===== src/rtl/ctimer_pkg.sv =====
package ctimer_pkg;
  typedef enum logic [2:0] {
    RG_NONE,
    RG_SW,
    RG_CMP_LO,
    RG_CMP_HI,
    RG_TIME_LO,
    RG_TIME_HI
  } region_e;
endpackage


===== src/rtl/ctimer_tick_div.sv =====
module ctimer_tick_div #(
  parameter int unsigned PRESCALE = 5
) (
  input  logic clk_i,
  input  logic rst_ni,
  output logic tick_o
);
  localparam int unsigned CNT_W = (PRESCALE > 1) ? $clog2(PRESCALE) : 1;
  localparam logic [CNT_W-1:0] LAST = CNT_W'(PRESCALE - 1);

  logic [CNT_W-1:0] cnt_q;

  always_ff @(posedge clk_i or negedge rst_ni) begin
    if (!rst_ni)            cnt_q <= '0;
    else if (cnt_q == LAST) cnt_q <= '0;
    else                    cnt_q <= cnt_q + 1'b1;
  end

  assign tick_o = (cnt_q == LAST);

  generate
    if (PRESCALE > 1) begin : g_gap

      tick_gap_chk: assert property (@(posedge clk_i) disable iff (!rst_ni)
        tick_o |=> !tick_o);
    end
  endgenerate
endmodule


===== src/rtl/ctimer_time_cnt.sv =====
module ctimer_time_cnt (
  input  logic        clk_i,
  input  logic        rst_ni,
  input  logic        tick_i,
  output logic [63:0] time_o
);
  always_ff @(posedge clk_i or negedge rst_ni) begin
    if (!rst_ni)     time_o <= '0;
    else if (tick_i) time_o <= time_o + 64'd1;
  end


  time_step_chk: assert property (@(posedge clk_i) disable iff (!rst_ni)
    tick_i |=> time_o == $past(time_o) + 64'd1);

  time_hold_chk: assert property (@(posedge clk_i) disable iff (!rst_ni)
    !tick_i |=> $stable(time_o));
endmodule


===== src/rtl/ctimer_decode.sv =====
module ctimer_decode
  import ctimer_pkg::*;
#(
  parameter int unsigned ADDR_W    = 16,
  parameter int unsigned NUM_HARTS = 2,
  parameter int unsigned SW_BASE   = 32'h0000,
  parameter int unsigned CMP_BASE  = 32'h4000,
  parameter int unsigned TIME_BASE = 32'hBFF8,
  parameter int unsigned HART_W    = 1
) (
  input  logic [ADDR_W-1:0] addr_i,
  output region_e           region_o,
  output logic [HART_W-1:0] hart_o
);
  localparam logic [31:0] SW_SPAN  = 32'(4 * NUM_HARTS);
  localparam logic [31:0] CMP_SPAN = 32'(8 * NUM_HARTS);

  logic [31:0] a32, sw_off, cmp_off;

  always_comb begin
    a32      = 32'(addr_i);
    sw_off   = a32 - SW_BASE;
    cmp_off  = a32 - CMP_BASE;
    region_o = RG_NONE;
    hart_o   = '0;
    if (a32[1:0] != 2'b00) begin
      region_o = RG_NONE;
    end else if (a32 >= SW_BASE && sw_off < SW_SPAN) begin
      region_o = RG_SW;
      hart_o   = HART_W'(sw_off >> 2);
    end else if (a32 >= CMP_BASE && cmp_off < CMP_SPAN) begin
      region_o = cmp_off[2] ? RG_CMP_HI : RG_CMP_LO;
      hart_o   = HART_W'(cmp_off >> 3);
    end else if (a32 == TIME_BASE) begin
      region_o = RG_TIME_LO;
    end else if (a32 == TIME_BASE + 32'd4) begin
      region_o = RG_TIME_HI;
    end
  end
endmodule


===== src/rtl/ctimer_hart_slot.sv =====
module ctimer_hart_slot (
  input  logic        clk_i,
  input  logic        rst_ni,
  input  logic [63:0] time_i,
  input  logic        sw_we_i,
  input  logic        cmp_lo_we_i,
  input  logic        cmp_hi_we_i,
  input  logic [31:0] wdata_i,
  output logic        msip_o,
  output logic        mtip_o,
  output logic [63:0] cmp_o
);
  always_ff @(posedge clk_i or negedge rst_ni) begin
    if (!rst_ni) begin
      msip_o <= 1'b0;
      cmp_o  <= '0;
      mtip_o <= 1'b0;
    end else begin
      if (sw_we_i)     msip_o       <= (wdata_i != 32'd0);
      if (cmp_lo_we_i) cmp_o[31:0]  <= wdata_i;
      if (cmp_hi_we_i) cmp_o[63:32] <= wdata_i;
      mtip_o <= (time_i >= cmp_o);
    end
  end


  sw_write_chk: assert property (@(posedge clk_i) disable iff (!rst_ni)
    sw_we_i |=> msip_o == ($past(wdata_i) != 32'd0));

  cmp_hi_keeps_lo_chk: assert property (@(posedge clk_i) disable iff (!rst_ni)
    (cmp_hi_we_i && !cmp_lo_we_i) |=> cmp_o[31:0] == $past(cmp_o[31:0]));

  cmp_lo_keeps_hi_chk: assert property (@(posedge clk_i) disable iff (!rst_ni)
    (cmp_lo_we_i && !cmp_hi_we_i) |=> cmp_o[63:32] == $past(cmp_o[63:32]));

  mtip_sticky_chk: assert property (@(posedge clk_i) disable iff (!rst_ni)
    (mtip_o && !cmp_lo_we_i && !cmp_hi_we_i && !$past(cmp_lo_we_i || cmp_hi_we_i)
     && time_i != 64'd0) |=> mtip_o);
endmodule


===== src/rtl/core_timer_irq.sv =====
module core_timer_irq
  import ctimer_pkg::*;
#(
  parameter int unsigned ADDR_W    = 16,
  parameter int unsigned NUM_HARTS = 2,
  parameter int unsigned SW_BASE   = 32'h0000,
  parameter int unsigned CMP_BASE  = 32'h4000,
  parameter int unsigned TIME_BASE = 32'hBFF8,
  parameter int unsigned CLK_HZ    = 50_000_000,
  parameter int unsigned TICK_HZ   = 10_000_000
) (
  input  logic                 clk_i,
  input  logic                 rst_ni,
  input  logic                 req_i,
  input  logic                 we_i,
  input  logic [ADDR_W-1:0]    addr_i,
  input  logic [31:0]          wdata_i,
  output logic                 rsp_valid_o,
  output logic [31:0]          rdata_o,
  output logic [NUM_HARTS-1:0] msip_o,
  output logic [NUM_HARTS-1:0] mtip_o
);
  localparam int unsigned PRESCALE = CLK_HZ / TICK_HZ;
  localparam int unsigned HART_W   = (NUM_HARTS > 1) ? $clog2(NUM_HARTS) : 1;

  logic              tick;
  logic [63:0]       time_q;
  region_e           region;
  logic [HART_W-1:0] hart;
  logic [63:0]       cmp_q [NUM_HARTS];
  logic              wr, rd;
  logic [31:0]       rd_mux;

  assign wr = req_i && we_i;
  assign rd = req_i && !we_i;

  ctimer_tick_div #(.PRESCALE(PRESCALE)) u_div (
    .clk_i (clk_i),
    .rst_ni(rst_ni),
    .tick_o(tick)
  );

  ctimer_time_cnt u_time (
    .clk_i (clk_i),
    .rst_ni(rst_ni),
    .tick_i(tick),
    .time_o(time_q)
  );

  ctimer_decode #(
    .ADDR_W   (ADDR_W),
    .NUM_HARTS(NUM_HARTS),
    .SW_BASE  (SW_BASE),
    .CMP_BASE (CMP_BASE),
    .TIME_BASE(TIME_BASE),
    .HART_W   (HART_W)
  ) u_dec (
    .addr_i  (addr_i),
    .region_o(region),
    .hart_o  (hart)
  );

  for (genvar h = 0; h < NUM_HARTS; h++) begin : g_hart
    logic sel;
    assign sel = wr && (hart == HART_W'(h));
    ctimer_hart_slot u_slot (
      .clk_i      (clk_i),
      .rst_ni     (rst_ni),
      .time_i     (time_q),
      .sw_we_i    (sel && region == RG_SW),
      .cmp_lo_we_i(sel && region == RG_CMP_LO),
      .cmp_hi_we_i(sel && region == RG_CMP_HI),
      .wdata_i    (wdata_i),
      .msip_o     (msip_o[h]),
      .mtip_o     (mtip_o[h]),
      .cmp_o      (cmp_q[h])
    );
  end

  always_comb begin
    unique case (region)
      RG_SW:      rd_mux = {31'd0, msip_o[hart]};
      RG_CMP_LO:  rd_mux = cmp_q[hart][31:0];
      RG_CMP_HI:  rd_mux = cmp_q[hart][63:32];
      RG_TIME_LO: rd_mux = time_q[31:0];
      RG_TIME_HI: rd_mux = time_q[63:32];
      default:    rd_mux = 32'd0;
    endcase
  end

  always_ff @(posedge clk_i or negedge rst_ni) begin
    if (!rst_ni) begin
      rsp_valid_o <= 1'b0;
      rdata_o     <= '0;
    end else begin
      rsp_valid_o <= req_i;
      rdata_o     <= rd ? rd_mux : 32'd0;
    end
  end


  rsp_strobe_chk: assert property (@(posedge clk_i) disable iff (!rst_ni)
    req_i |=> rsp_valid_o);

  rsp_idle_chk: assert property (@(posedge clk_i) disable iff (!rst_ni)
    !req_i |=> !rsp_valid_o);

  unmapped_zero_chk: assert property (@(posedge clk_i) disable iff (!rst_ni)
    (rd && region == RG_NONE) |=> rdata_o == 32'd0);
endmodule


===== config.mk =====
export PLATFORM = sky130hd
export DESIGN_NAME = core_timer_irq
export DESIGN_NICKNAME = d
export VERILOG_FILES = /design/src/rtl/ctimer_pkg.sv /design/src/rtl/ctimer_tick_div.sv /design/src/rtl/ctimer_time_cnt.sv /design/src/rtl/ctimer_decode.sv /design/src/rtl/ctimer_hart_slot.sv /design/src/rtl/core_timer_irq.sv
export SDC_FILE = /design/constraint.sdc
export NUM_CORES = 1
export LEC_CHECK = 0
export BUFFER_PORTS_ARGS = -buffer_cell sky130_fd_sc_hd__buf_2
export CAP_MARGIN = 20
export CORE_ASPECT_RATIO = 0.5
export CORE_UTILIZATION = 40
export DETAILED_ROUTE_END_ITERATION = 10
export GPL_TIMING_DRIVEN = 0
export PLACE_DENSITY_LB_ADDON = 0.25
export SLEW_MARGIN = 20
export SYNTH_ARGS = -nofsm -noshare
export SYNTH_HDL_FRONTEND = slang
export SYNTH_SLANG_ARGS = --single-unit

===== constraint.sdc =====
create_clock -name clk_i -period 2.4 [get_ports clk_i]
set_input_delay 0.48 -clock clk_i [delete_from_list [all_inputs] [get_ports clk_i]]
set_output_delay 0.48 -clock clk_i [all_outputs]
set_load 0.05 [all_outputs]

* Word-level counts from Yosys, hierarchy flattened
Cells that the tools add are included.
Storage, ports and cells: register bits after elaboration 232, logic and storage cells 63, output and inout bits 37, bits of input ports 52
Cells by class: $lt $le $gt $ge 7, add/sub/neg operators 3, equality and inequality tests 8, reductions and logical operators 14, mux-type cells 17, bitwise logic cells 2
Operators by type and width (count):
- $mux 64 | 3
- $pmux 32 s5 | 1
- $ge 64x64->1 | 2
- $add 64x1->64 const B | 1
- $eq 16x16->1 const B | 2
- $lt 32x5->1 const B | 1
- $mux 32 | 1
- $reduce_bool 32->1 | 1
- $mux 3 | 6
- $sub 16x15->17 const B | 1
- $ge 16x15->1 const B | 1
- $lt 16x4->1 const B | 1
- $logic_and 1x1->1 | 11
- $eq 3x3->1 const B | 3
- $eq 3x2->1 const B | 2
- $mux 1 | 6
- $add 3x1->3 const B | 1
- $eq 3x1->1 const B | 1
- $ge 2x2->1 const B | 1
- $lt 1x2->1 const B | 1
- $not 1->2 | 1
- $reduce_bool 2->1 | 1
- $logic_not 1->1 | 1
- $not 1->1 | 1

* Depth between registers and ports, before layout
depth after elaboration 12, depth in mapped cells 9, mapped depth without buffers 8

* Hierarchy
A second synthesis with hierarchy kept.
Unflattened totals: cell total of the unflattened synthesis 1468, area total of the unflattened synthesis 13997.2 um2
Modules (own cells, without submodules):
- ctimer_hart_slot (g_hart[0].u_slot) | area each 3958.8 um2, seq. area each 1651.6 um2, instances 1, cells an instance 441
- ctimer_hart_slot (g_hart[1].u_slot) | area each 3947.5 um2, seq. area each 1651.6 um2, instances 1, cells an instance 443
- ctimer_time_cnt | area each 3098.0 um2, seq. area each 1601.5 um2, instances 1, cells an instance 285
- core_timer_irq | area each 2735.1 um2, seq. area each 825.8 um2, instances 1, cells an instance 269
- ctimer_tick_div | area each 136.4 um2, seq. area each 75.1 um2, instances 1, cells an instance 11
- ctimer_decode | area each 121.4 um2, seq. area each 0.0 um2, instances 1, cells an instance 19

* Worst setup path before layout
Ideal clock, no wire load.
path type input-to-reg, start input port addr_i[7], end register g_hart[0].u_slot.cmp_o[10], stages on the path 6, path buffers 1, setup slack 211 ps, required time 2272 ps, library setup time 128 ps, arrival 2062 ps, path through nor4_2 > nand4_1 > nor3b_2 > nand4_2 > buf_2 > mux2_1
On the way: word-level cells in the longest chain between the ends 9, elaborated cells between the ends (all ways) 19, those cells by class add/sub: 1; order compare: 3; eq/ne: 3; mux: 8; bitwise: 1; reduce/logical: 3
Ends and longest elaborated chain:
- start: declaration | RTL line core_timer_irq.sv:16 | input logic [ADDR_W-1:0] addr_i,
- parallel branches: the longest is 8 deep, another holds $lt 32x5->1
- $logic_and 1x1->1 (*) | RTL line core_timer_irq.sv:71 | .cmp_lo_we_i(sel && region == RG_CMP_LO),
- end signal: assignment | RTL line ctimer_hart_slot.sv:20 | if (cmp_lo_we_i) cmp_o[31:0] <= wdata_i;
- end: declaration | RTL line ctimer_hart_slot.sv:11 | output logic [63:0] cmp_o
Mark *: on every way between the ends. A chain may end at the register's enable or synchronous reset.

* Final worst setup path
start register u_time.time_o[34], end register g_hart[1].u_slot.mtip_o
On the way: word-level cells in the longest chain between the ends 1
Ends and longest elaborated chain:
- start: declaration | RTL line ctimer_time_cnt.sv:5 | output logic [63:0] time_o
- start signal: assignment | RTL line ctimer_time_cnt.sv:9 | else if (tick_i) time_o <= time_o + 64'd1;
- $ge 64x64->1 | RTL line ctimer_hart_slot.sv:22 | mtip_o <= (time_i >= cmp_o);
- end signal: assignment | RTL line ctimer_hart_slot.sv:22
- end: declaration | RTL line ctimer_hart_slot.sv:10 | output logic mtip_o,
No other way between the ends.

==> run_results.csv <==
group,metric,value,unit
placed_design,place_area,14730,um^2
pwr,switching_share,0.2327,
grt,grt_start_max_net_pins,94,
synth,synthMuxAreaShare,0.1086,
die,dieArea,34960,um^2
die,core-area,33340,um^2
grt,antenna_found_initial,2,
pwr,pwr-share-clk,0.496,
timing,final.setup.tns,0,ns
die,rows,47,
synth,ys_warn_count,0,
pwr,power_frac_comb,0.034,
drt,final_antenna_net_count,0,
timing,fmax,422.7,MHz
clocking,htree_num_levels,1,
run,maxCapViolations,0,
placed_design,io_buffers,87,
timing,setup_viol,0,
synth,synth-main-ff-cell,"dfrtp_1",
outcome,status,"finished, final reports clean",
clocking,cts_buffer_depth,3,
synth,synth-adder-area-share,0.1199,
drt,vias,11360,
synth,synth_compound_area_frac,0.1198,
cells_and_area,drive_above_1_share,0.1882,
timing,setup_slack,0.03419,ns
timing,fin_crit_sh,0.9858,
synth,synth_top_family_by_area,"simple AND/OR/NAND/NOR gates",
cells_and_area,n_fill_cell,3009,
timing,finalHoldViolations,0,
critical_path,worstPathArrival,2.81,ns
clocking,clk_pin_slew,0.07,ns
synth,async_reset_ff_frac,1.000,
timing,finalClockSkew,0.03392,ns
synth,ys_seq_elements,232,
pwr,p_int,6383,uW
die,start_util,0.4099,
clocking,cts_tree,"yes",
timing,max_slew.worst_pin.slew,0.7584,ns
critical_path,end_kind,"flop",
clocking,cts_sinks,232,
synth,synth-seq-area-share,0.4248,
placed_design,pre_cts_ws,-0.8963,ns
pwr,leakage,0.007535,uW
drt,route.detailed.drc,0,
clocking,cts_buffers,24,
worst_hold_path,hold_class,"input pin to flop",
drt,wirelength,43860,um
timing,slew_viol_final,0,
drt,wire_per_inst,22.86,um
grt,met2_usage,0.3817,
critical_path,rrSetupSlack,0.03,ns
synth,synth.distinct_cells,50,
critical_path,cp-start-kind,"flop",
clocking,cts_root_buf,"clkbuf_16",
critical_path,path_max_fanout,5,
timing,max_slew_margin,0.4944,
synth,syn_area,13670,um^2
timing,finalCriticalPeriod,2.366,ns
cells_and_area,nets,1642,
drt,firstDrtPassIters,6,
grt,grt_pass1_wl,67350,um
synth,syn_nets,1512,
grt,grt_overflow,0,
placed_design,dpl.hpwl,32800,um
cells_and_area,postLayoutCellArea,16010,um^2
grt,grt_pass1_vias,11500,
grt,track_usage,0.2534,
pwr,seqPwrFrac,0.470,
critical_path,cp.required,2.85,ns
die,io_pins,89,
drt,vias_per_cell,5.917,
pwr,peakVddDrop,436.4,uV
grt,use_met1,0.3590,
critical_path,crit_type,"flop to flop",
synth,synth_edf_count,0,
die,die_x,263.4,um
drt,drt_iter0_drc,1136,
synth,synthSimpleGateAreaFrac,0.1284,
pwr,p_sw,1936,uW
pwr,power_density,519.6,nW/um^2
grt,grt_busiest_layer,"met2",
placed_design,routabilityCongestion,0.9468,
die,fp.dieH,132.7,um
grt,gr-usage-met3,0.05714,
synth,synth_xor_xnor_area_share,0.04037,
clocking,clk_latency,0.57,ns
synth,avgSynthCellArea,10.28,um^2
synth,syn-instance-count,1329,
cells_and_area,areaGrowthSynthToFinish,17.14,%
-- final timing paths --
kind,start,end,depth (start not counted)
max in group asynchronous,rst_ni,u_time.time_o[51],4
max,u_time.time_o[34],g_hart[1].u_slot.mtip_o,7
min reg2reg,u_div.cnt_q[0],u_div.cnt_q[0],1
max reg2reg,u_time.time_o[34],g_hart[1].u_slot.mtip_o,7
min,req_i,rsp_valid_o,1
min in group asynchronous,rst_ni,g_hart[0].u_slot.cmp_o[5],2
-- worst max-delay path: stages, from the launching register on --
cell and delay (ns):
dfrtp_2 0.46, ha_1 0.29, nand4_1 0.29, nor4_4 0.48, buf_4 0.20, o311a_4 0.21, nor3_4 0.05, o211ai_1 0.25
-- final cells by class --
cell class	instances	area, um^2	area share
clock buffer	30	664.4	0.04150
antenna	1	2.502	0.0001563
sequential	232	5824	0.3638
clock inverter	14	196.4	0.01227
timing repair buffer	104	625.6	0.03907
multi-input combinational	896	7325	0.4575
buffer	58	284.0	0.01774
tap	441	551.8	0.03446
inverter	143	536.8	0.03353
-- through the flow --
stage | hold WS (ns) | util | power, uW | instances
after floorplan | 0.1844 | - | 4043 | 1329
after global placement | 0.4415 | 0.4395 | 4244 | 1857
after detailed placement | 0.4563 | 0.4418 | 4266 | 1860
after CTS | 0.1301 | 0.4750 | 8363 | 1914
after global routing | 0.1400 | 0.4802 | 8556 | 1919
final | 0.1405 | 0.4802 | 8319 | 1919
-- cells in the final DEF (no fill, tap or decap), types with 8 or more instances in the layout --
master     netlist  layout
a21o_1          10      10
a21oi_1         36      36
a222oi_1        31      31
a22o_1          32      32
and4_1          12      12
buf_2           20     102
buf_4            4      16
clkbuf_1        29      27
clkbuf_16        0      25
dfrtp_1        232     217
dfrtp_2          0      15
ha_1           131     131
inv_1          143     143
mux2_1          82      82
mux2_2          48      48
nand2_1         52      49
nand3_1         97      95
nand4_1         48      48
nor2_1          70      66
nor3_1          13      10
nor4_1          15      10
o21ai_0         74      73
o21ai_1          7       8
xnor2_1         47      47
xor2_1          16      16
-- kinds of logic after synthesis --
| kind of cell | count (synthesis) |
|---|---|
| AND/OR/NAND/NOR | 334 |
| multiplexers | 132 |
| XOR/XNOR | 63 |
| AO/OA/AOI/OAI | 236 |
| flip-flops | 232 |
| adder cells (fa/ha/maj) | 131 |
| buffers and inverters | 201 |
-- flip-flops by register name (all words and copies together) (netlist names) --
signal,flops
u_time.time_o,64
g_hart.u_slot.cmp_o,128
g_hart.u_slot.mtip_o,2
rsp_valid_o,1
rdata_o,32
u_div.cnt_q,3
g_hart.u_slot.msip_o,2
-- cells in the mapped netlist (29+ instances only) --
cell type	number	area, um^2
inv_1	143	536.8
nand3_1	97	485.5
xnor2_1	47	411.6
mux2_1	82	923.4
a22o_1	32	280.3
o21ai_0	74	370.4
a222oi_1	31	310.3
ha_1	131	1639
dfrtp_1	232	5806
clkbuf_1	29	108.9
nand4_1	48	300.3
nand2_1	52	195.2
a21oi_1	36	180.2
mux2_2	48	540.5
nor2_1	70	262.8
-- metal layers --
layer / vias up / wire (um)
met5: - / 10
met4: 2 / 1475
met3: 95 / 3886
met2: 483 / 18840
met1: 5682 / 19650
li1: 5093 / -
-- timing repair --
| action | CTS | global route |
|---|---|---|
| hold buffers | 1 | 0 |
| buffers inserted | 9 | 4 |
| endpoints found under the setup margin | 39 | 142 |
| gates cloned | 0 | 0 |
| resized for setup | 32 | 46 |
| endpoints found under the hold margin | 49 | 0 |
| pin swaps | 6 | 10 |
-- power groups by stage --
stage / registers [uW] / logic, uW / clock network, uW
2_1_floorplan: 3990 / 53.4 / 0
3_3_place_gp: 3990 / 258 / 0
3_5_place_dp: 3990 / 281 / 0
4_1_cts: 3910 / 283 / 4170
5_1_grt: 3910 / 310 / 4340
6_report: 3910 / 282 / 4130
No activity file was read; power rests on OpenSTA's default activity.
